## src/rtl/tsw_cpu_pkg.sv

```systemverilog
package tsw_cpu_pkg;

   typedef enum logic [1:0] {
      SEL_NONE = 2'b00,
      SEL_DS   = 2'b01,
      SEL_CML  = 2'b10,
      SEL_CMH  = 2'b11
   } msel_e;

   // control register layout; positions are decoded by the datapath
   typedef struct packed {
      logic       split;
      logic       msg_all;
      logic       spare;
      msel_e      msel;
      logic [2:0] stream;
   } ctrl_t;

   typedef enum logic [1:0] {
      ST_IDLE,
      ST_SLOT,
      ST_CAP,
      ST_ACK
   } port_st_e;

   // which memory a window access reaches
   function automatic msel_e route(ctrl_t c, logic rd);
      if (c.split) return rd ? SEL_DS : SEL_CML;
      return c.msel;
   endfunction

   // does the access need a memory cycle at all
   function automatic logic needs_mem(msel_e t, logic rd);
      return (t != SEL_NONE) && !((t == SEL_DS) && !rd);
   endfunction

endpackage

```

## src/rtl/tsw_sync.sv

```systemverilog
module tsw_sync #(
   parameter int    WIDTH   = 1,
   parameter int    STAGES  = 2,
   parameter logic [WIDTH-1:0] RST_VAL = '0
) (
   input  logic             clk,
   input  logic             rst_n,
   input  logic [WIDTH-1:0] d,
   output logic [WIDTH-1:0] q
);
   logic [WIDTH-1:0] chain [STAGES];

   for (genvar s = 0; s < STAGES; s++) begin : g_stage
      always_ff @(posedge clk or negedge rst_n) begin
         if (!rst_n) chain[s] <= RST_VAL;
         else if (s == 0) chain[s] <= d;
         else chain[s] <= chain[(s == 0) ? 0 : s-1];
      end
   end

   assign q = chain[STAGES-1];
endmodule

```

## src/rtl/tsw_ctrl_reg.sv

```systemverilog
module tsw_ctrl_reg
   import tsw_cpu_pkg::*;
#(
   parameter int DATA_W = 8
) (
   input  logic              clk,
   input  logic              rst_n,
   input  logic              we,
   input  logic [DATA_W-1:0] wdata,
   output ctrl_t             ctrl
);
   ctrl_t ctrl_q;

   always_ff @(posedge clk or negedge rst_n) begin
      if (!rst_n) ctrl_q <= '0;
      else if (we) ctrl_q <= ctrl_t'({wdata[7:6], 1'b0, wdata[4:0]});
   end

   assign ctrl = ctrl_q;
endmodule

```

## src/rtl/tsw_port_fsm.sv

```systemverilog
module tsw_port_fsm
   import tsw_cpu_pkg::*;
(
   input  logic clk,
   input  logic rst_n,
   input  logic strobe,
   input  logic bus_rd,
   input  logic go_mem,
   input  logic mem_slot,
   output logic start,
   output logic req,
   output logic cap,
   output logic ack,
   output logic rd_q
);
   port_st_e st, st_nx;

   assign start = (st == ST_IDLE) && strobe;

   always_comb begin
      st_nx = st;
      unique case (st)
         ST_IDLE: if (strobe) st_nx = go_mem ? ST_SLOT : ST_ACK;
         ST_SLOT: if (mem_slot) st_nx = rd_q ? ST_CAP : ST_ACK;
         ST_CAP:  st_nx = ST_ACK;
         ST_ACK:  if (!strobe) st_nx = ST_IDLE;
         default: st_nx = ST_IDLE;
      endcase
   end

   always_ff @(posedge clk or negedge rst_n) begin
      if (!rst_n) begin
         st   <= ST_IDLE;
         rd_q <= 1'b0;
      end else begin
         st <= st_nx;
         if (start) rd_q <= bus_rd;
      end
   end

   assign req = (st == ST_SLOT);
   assign cap = (st == ST_CAP);
   assign ack = (st == ST_ACK);
endmodule

```

## src/rtl/tsw_cpu_port.sv

```systemverilog
module tsw_cpu_port
   import tsw_cpu_pkg::*;
#(
   parameter int ADDR_W      = 6,
   parameter int DATA_W      = 8,
   parameter int STREAM_W    = 3,
   parameter int CMH_W       = 3,
   parameter int SYNC_STAGES = 2,
   localparam int CH_W       = ADDR_W - 1,
   localparam int MA_W       = STREAM_W + CH_W
) (
   input  logic              clk,
   input  logic              rst_n,
   input  logic              bus_cs_n,
   input  logic              bus_ds,
   input  logic              bus_rd,
   input  logic [ADDR_W-1:0] bus_addr,
   input  logic [DATA_W-1:0] bus_wdata,
   output logic [DATA_W-1:0] bus_rdata,
   output logic              bus_rdata_oe,
   output logic              bus_ack_n,
   output logic              ctl_msg_all,
   output logic              mem_req,
   input  logic              mem_slot,
   output logic [1:0]        mem_sel,
   output logic              mem_we,
   output logic [MA_W-1:0]   mem_addr,
   output logic [DATA_W-1:0] mem_wdata,
   input  logic [DATA_W-1:0] mem_rdata
);
   // elaboration checks
   if (DATA_W != 8) begin : g_bad_dw
      $error("control register layout needs DATA_W == 8");
   end
   if (STREAM_W < 1 || STREAM_W > 3) begin : g_bad_sw
      $error("STREAM_W must fit control bits 2:0");
   end
   if (CMH_W < 1 || CMH_W > DATA_W) begin : g_bad_cw
      $error("CMH_W out of range");
   end
   if (SYNC_STAGES < 2) begin : g_bad_sync
      $error("SYNC_STAGES must be at least 2");
   end
   if (CH_W < 1) begin : g_bad_aw
      $error("ADDR_W too small");
   end

   localparam logic [DATA_W-1:0] CMH_MASK = {{(DATA_W-CMH_W){1'b0}}, {CMH_W{1'b1}}};

   // strobe synchronization
   logic [1:0] sync_q;
   tsw_sync #(.WIDTH(2), .STAGES(SYNC_STAGES), .RST_VAL(2'b10)) u_sync (
      .clk   (clk),
      .rst_n (rst_n),
      .d     ({bus_cs_n, bus_ds}),
      .q     (sync_q)
   );
   logic strobe;
   assign strobe = !sync_q[1] && sync_q[0];

   // control register
   ctrl_t ctrl;
   logic  start, req, cap, ack, rd_q;
   logic  is_ctrl;
   assign is_ctrl = !bus_addr[ADDR_W-1];

   tsw_ctrl_reg #(.DATA_W(DATA_W)) u_ctrl (
      .clk   (clk),
      .rst_n (rst_n),
      .we    (start && is_ctrl && !bus_rd),
      .wdata (bus_wdata),
      .ctrl  (ctrl)
   );

   // decode of a window access
   msel_e tgt;
   logic  go_mem;
   assign tgt    = route(ctrl, bus_rd);
   assign go_mem = !is_ctrl && needs_mem(tgt, bus_rd);

   tsw_port_fsm u_fsm (
      .clk      (clk),
      .rst_n    (rst_n),
      .strobe   (strobe),
      .bus_rd   (bus_rd),
      .go_mem   (go_mem),
      .mem_slot (mem_slot),
      .start    (start),
      .req      (req),
      .cap      (cap),
      .ack      (ack),
      .rd_q     (rd_q)
   );

   // latched memory command
   msel_e             sel_q;
   logic              we_q;
   logic [MA_W-1:0]   addr_q;
   logic [DATA_W-1:0] wdata_q;

   always_ff @(posedge clk or negedge rst_n) begin
      if (!rst_n) begin
         sel_q   <= SEL_NONE;
         we_q    <= 1'b0;
         addr_q  <= '0;
         wdata_q <= '0;
      end else if (start && go_mem) begin
         sel_q   <= tgt;
         we_q    <= !bus_rd;
         addr_q  <= {ctrl.stream[STREAM_W-1:0], bus_addr[CH_W-1:0]};
         wdata_q <= bus_wdata;
      end
   end

   // read data path
   logic [DATA_W-1:0] cap_data;
   if (CMH_W < DATA_W) begin : g_mask
      assign cap_data = (sel_q == SEL_CMH) ? (mem_rdata & CMH_MASK) : mem_rdata;
   end else begin : g_nomask
      assign cap_data = mem_rdata;
   end

   logic [DATA_W-1:0] rdata_q;
   always_ff @(posedge clk or negedge rst_n) begin
      if (!rst_n) rdata_q <= '0;
      else if (start) rdata_q <= is_ctrl ? DATA_W'(ctrl) : '0;
      else if (cap) rdata_q <= cap_data;
   end

   assign bus_rdata    = rdata_q;
   assign bus_rdata_oe = ack && rd_q;
   assign bus_ack_n    = !ack;
   assign ctl_msg_all  = ctrl.msg_all;
   assign mem_req      = req;
   assign mem_sel      = sel_q;
   assign mem_we       = we_q;
   assign mem_addr     = addr_q;
   assign mem_wdata    = wdata_q;
endmodule

```

## config.mk

```make
export PLATFORM = sky130hd
export DESIGN_NAME = tsw_cpu_port
export DESIGN_NICKNAME = d
export VERILOG_FILES = /design/src/rtl/tsw_cpu_pkg.sv /design/src/rtl/tsw_sync.sv /design/src/rtl/tsw_ctrl_reg.sv /design/src/rtl/tsw_port_fsm.sv /design/src/rtl/tsw_cpu_port.sv
export SDC_FILE = /design/constraint.sdc
export NUM_CORES = 1
export LEC_CHECK = 0
export ABC_AREA = 1
export BUFFER_PORTS_ARGS = -buffer_cell sky130_fd_sc_hd__buf_2
export CORE_MARGIN = 2
export CORE_UTILIZATION = 50
export DETAILED_ROUTE_END_ITERATION = 12
export PLACE_DENSITY = 0.78
export SYNTH_ARGS = -nofsm -noshare
export SYNTH_HDL_FRONTEND = slang
export SYNTH_HIERARCHICAL = 1
export SYNTH_SLANG_ARGS = --single-unit
```

## constraint.sdc

```tcl
create_clock -name clk -period 3 [get_ports clk]
set_input_delay 0.45 -clock clk [delete_from_list [all_inputs] [get_ports clk]]
set_output_delay 0.45 -clock clk [all_outputs]
set_load 0.05 [all_outputs]
```

**After elaboration in Yosys (flattened, before gate mapping)**

Cells that the tools add are included.

- Reduce and logical (&&, ||, !) cells: 18
- Equal/unequal tests: 8
- Muxes and demuxes: 14

Operators with widths:

| kind | number |
|---|---|
| 8-bit 2-to-1 mux | 4 |
| 2-bit 2-to-1 mux | 7 |
| 1-bit logical AND | 9 |
| 2-bit one-hot mux with 4 select lines | 1 |
| 2-bit equality test, second input constant | 3 |
| 1-bit zero test | 5 |
| 2-bit by 1-bit equality test with 1-bit output, second input constant | 2 |
| 2-bit by 1-bit != test with 1-bit output, second input constant | 2 |
| 2-bit nonzero test | 2 |
| 3-bit AND reduction | 1 |
| 2-bit zero test | 1 |
| 1-bit 2-to-1 mux | 2 |
| 2-bit != test, second input constant | 1 |

- Register bits after elaboration: 41
- Output and inout bits: 31

**Longest topological paths before layout**

- Depth after elaboration: 11
- Gate-level depth with buffers: 12
- Gate-level depth less buffers: 9

**Hierarchy**

Netlist, hierarchy kept.

By module, submodules not included:

| module | cells each | instances | area each (sq um) | seq. area each (sq um) |
|---|---|---|---|---|
| tsw_cpu_port | 147 | 1 | 1255.0 | 675.6 |
| tsw_ctrl_reg | 32 | 1 | 280.3 | 175.2 |
| tsw_port_fsm | 36 | 1 | 254.0 | 75.1 |
| tsw_sync | 6 | 1 | 117.6 | 102.6 |

**Worst setup path before layout**

OpenSTA, ideal clock, no wires.

- Path type: flip-flop to flip-flop
- Start point: register u_fsm.st[0]
- End point: register u_ctrl.ctrl_q, in the netlist u_ctrl/ctrl[6]
- Path slack: 1.115 ns
- Period minus slack after synthesis: 1.885 ns
- Library setup time: 0.119 ns
- Cell stages (with the launch flop): 12
- Buffers on the path: 2
- Arrival: 1.766 ns
- Cell sequence: dfrtp_1 inv_1 ha_1 nand2_1 inv_1 buf_2 clkinv_1 nor3_1 buf_6 inv_2 nand2_1 nand2_1

- Longest elaborated chain between the ends: 4

Ends and longest elaborated chain:

| what | RTL line | source |
|---|---|---|
| start: declaration | tsw_port_fsm.sv:16 | `port_st_e st, st_nx;` |
| start signal: assignment | tsw_port_fsm.sv:36 | `st <= st_nx;` |
| 2-bit zero test | tsw_port_fsm.sv:18 | `assign start = (st == ST_IDLE) && strobe;` |
| 1-bit logical AND | tsw_port_fsm.sv:18 |  |
| via start | tsw_cpu_port.sv:63 | `logic start, req, cap, ack, rd_q;` |
| 1-bit logical AND (2 in series) | tsw_cpu_port.sv:70 | `.we (start && is_ctrl && !bus_rd),` |
| end signal: assignment | tsw_ctrl_reg.sv:16 | `else if (we) ctrl_q <= ctrl_t'({wdata[7:6], 1'b0, wdata[4:0]});` |
| end: declaration | tsw_ctrl_reg.sv:12 | `ctrl_t ctrl_q;` |

The timed path passes the listed nets, and every way through them passes these cells.
A chain may end at the register's enable or synchronous reset.

**Final worst setup path**

- Start point: register u_fsm.st[0]
- End point: register rdata_q[0], in the netlist bus_rdata[0]

- Longest elaborated chain between the ends: 3
- Elaborated cells between the ends (all ways): 5
- Classes of those cells: eq/ne: 1; mux: 1; reduce/logical: 3

Ends and longest elaborated chain:

| what | RTL line | source |
|---|---|---|
| 2-bit zero test * | tsw_port_fsm.sv:18 |  |
| 1-bit logical AND * | tsw_port_fsm.sv:18 |  |
| via start | tsw_cpu_port.sv:63 |  |
| 8-bit 2-to-1 mux or 2-bit nonzero test (tied branches) | -- |  |
| end signal: assignment | tsw_cpu_port.sv:126 | `else if (start) rdata_q <= is_ctrl ? DATA_W'(ctrl) : '0;` |
| end signal: assignment | tsw_cpu_port.sv:127 | `else if (cap) rdata_q <= cap_data;` |
| end: declaration | tsw_cpu_port.sv:123 | `logic [DATA_W-1:0] rdata_q;` |

Mark *: on every way through the listed nets, which the timed path passes. The rest lies on a longest branch.

==> qor.csv <==
metric;value;unit
grt total ovfl;0;
peak fanout along the critical path;31;
# H-tree levels;2;
Slew @ Worst Pin;0.868;ns
Synth Register Bits;41;
Logic pwr share;0.516;
Ports;59;
initial antenna violation count;0;
setup TNS;0;ns
dpl hpwl;2770;um
site row count;22;
largest net degree at the start of global routing;42;
Max Clk Rate;0.507;GHz
Post-CTS Hold Fix Bufs;0;
synth-to-layout area growth;21.0;%
Nets;308;
post-route antenna net violation count;0;
storage element area;1030;sq um
CTS tree;built;
P_leak;0.00128;uW
Power per Cell Area;1260;nW/um^2
Pint;1410;uW
global-route wire length before repair;6630;um
# diodes;0;
Period minus WS final;1.97;ns
via count;1616;
P_sw;1490;uW
# fillers;325;
starting density of the core;0.521;
clock skew;0.00168;ns
CTS Buf Count;5;
fraction of layout cells with a size suffix above 1;0.279;
startpoint types;register;
clock root buffer;clkbuf_8;
Fin. Hold Viols;0;
register area share after synthesis;0.539;
vias per cell;4.99;
outcome;finished, final reports clean;
min-delay worst type;in2reg;
# Post-CTS Setup Buffers;0;
worst hold slack;0.252;ns
Pre-antenna DRT Iters;4;
CP required;3.21;ns
post-place setup slack;1.05;ns
Worst Slack Setup Final;1.03;ns
RSZ-0062 raised after global routing;no;
Core Box Area;3660;sq um
Warnings, synthesis;6;
GRT Total Usage;0.203;
maximum vdd drop;534;uV
max_slew headroom;0.422;
final setup violating endpoints;0;
maximum clock path buffer count;2;
DRC Markers;0;
Setup CP Type;reg2reg;
Clock Latency Late Sink;0.29;ns
Gate Count Post-Synth;221;
Final period util;0.658;
DRT iter0 DRCs;88;
Mapped Area;1910;sq um
Clk pwr share;0.158;
placed cell count;316;
wire per inst;12.2;um
Clock Sinks;41;
max-cap violation count;0;
final non-filler cell total;324;
Net Sw Frac;0.513;
Die Ht;65.8;um
synth unique cells;26;
RePlAce Congestion;0.772;
final WL;3950;um
syn nets;254;
CP endpoint kind;register;
final core utilization;0.630;
post-CTS resize count;0;
CP arrival;2.18;ns
area of the multi-input gates;733;sq um
Die ar.;4320;sq um
vias in the first global route;1473;
sequential share of power;0.327;
syn_area_per_cell;8.63;sq um
Slew Viols, Final;0;
DIE WIDTH;65.8;um
PortBufs;58;
clock transition at the registers of the reported paths;0.08;ns
[final timing paths]
check                                     startpoint  slack [ns]                   endpoint  cells past startpoint
max                          u_fsm/st[0]$_DFFE_PN0P_        1.03   bus_rdata[0]$_DFFE_PN0P_                      8
min                                         bus_cs_n        0.25  u_sync/chain[3]$_DFF_PN1_                      1
max reg2reg                  u_fsm/st[0]$_DFFE_PN0P_        1.03   bus_rdata[0]$_DFFE_PN0P_                      8
min reg2reg                u_sync/chain[2]$_DFF_PN0_        0.35      u_sync/q[0]$_DFF_PN0_                      0
max in group asynchronous                      rst_n        2.19    u_fsm/st[1]$_DFFE_PN0P_                      1
min in group asynchronous                      rst_n        0.27    mem_addr[1]$_DFFE_PN0P_                      1
[cell usage in the layout (no fill, tap or decap)]
cell	n
nand2_4	1
clkinv_1	2
nand3_1	16
nand3_4	1
ha_1	5
nand2_2	2
o21ai_0	2
nor2_2	1
nor3_1	1
clkbuf_8	6
buf_2	58
inv_1	12
or2_1	1
nor2_1	10
dfrtp_1	39
a31oi_1	8
bufinv_16	1
dfstp_2	2
a21oi_1	2
buf_4	2
nand4_1	19
conb_1	1
o21ai_1	1
inv_2	3
nand2_1	79
clkbuf_1	1
[worst max-delay path, cell delays in order (launching register included)]
cell and delay [ns]:
dfrtp_1 0.42, inv_1 0.14, ha_1 0.20, nand2_1 0.06, inv_1 0.08, buf_4 0.30
or2_1 0.45, nor2_1 0.09, a31oi_1 0.16
[per-layer routing]
layer | GRT usage | part of all wire | vias to the layer above
li1 | - | - | 821
met1 | 0.279 | 0.46 | 725
met2 | 0.314 | 0.45 | 61
met3 | 0.0462 | 0.069 | 9
met4 | 0.0755 | 0.016 | 0
met5 | 0 | 0 | -
[cells by family (layout without fill, tap and decap cells)]
logic type / after synthesis / in the layout / share of synthesized area
and+or+nand+nor: 131 / 131 / 0.310
adders and majority gates: 5 / 5 / 0.0328
AOI/OAI and AO/OA: 13 / 13 / 0.0394
DFF: 41 / 41 / 0.539
other: 1 / 1 / 0.00197
buffers and inverters: 30 / 85 / 0.0761
[power groups by stage]
stage               Sequential, uW  Combinational (uW)  Clock, uW
floorplan                     1550                 577          0
global placement               949                1480          0
detailed placement             956                1500          0
CTS                            947                1500        469
global route                   976                1620        494
finish                         948                1500        457
[per-stage QoR]
stage / cell area [sq um] / total power, uW
after floorplan: 1910 / 2130
after global placement: 2190 / 2430
after detailed placement: 2190 / 2460
after CTS: 2310 / 2920
after global routing: 2310 / 3090
final: 2310 / 2900
[sequential cells by signal (all words and copies together), names as in the netlist]
name	flops
mem_addr	8
bus_rdata	8
u_ctrl/ctrl	7
mem_wdata	8
mem_sel	2
mem_we	1
u_sync/q	2
u_fsm/rd_q	1
u_fsm/st	2
u_sync/chain	2
[cell type report]
cell class,instances,area share
inverters,17,0.0277
multi-input cells,150,0.318
clock inverters,1,0.0130
clock buffers,7,0.0374
well taps,48,0.0260
repair buffers,60,0.132
flip-flops and latches,41,0.446
[synthesized netlist by cell type, drive strengths merged]
cell | number | area (sq um)
dfrtp | 39 | 976
buf | 9 | 65.1
a21oi | 2 | 10.0
nand4 | 19 | 119
inv | 15 | 56.3
nand2 | 82 | 320
dfstp | 2 | 52.6
nor3 | 1 | 5.00
a31oi | 8 | 50.1
or2 | 1 | 6.26
clkinv | 2 | 7.51
ha | 5 | 62.6
clkbuf | 4 | 16.3
nor2 | 11 | 43.8
conb | 1 | 3.75
o21ai | 3 | 15.0
nand3 | 17 | 97.6
No activity file was read; power rests on OpenSTA's default activity.
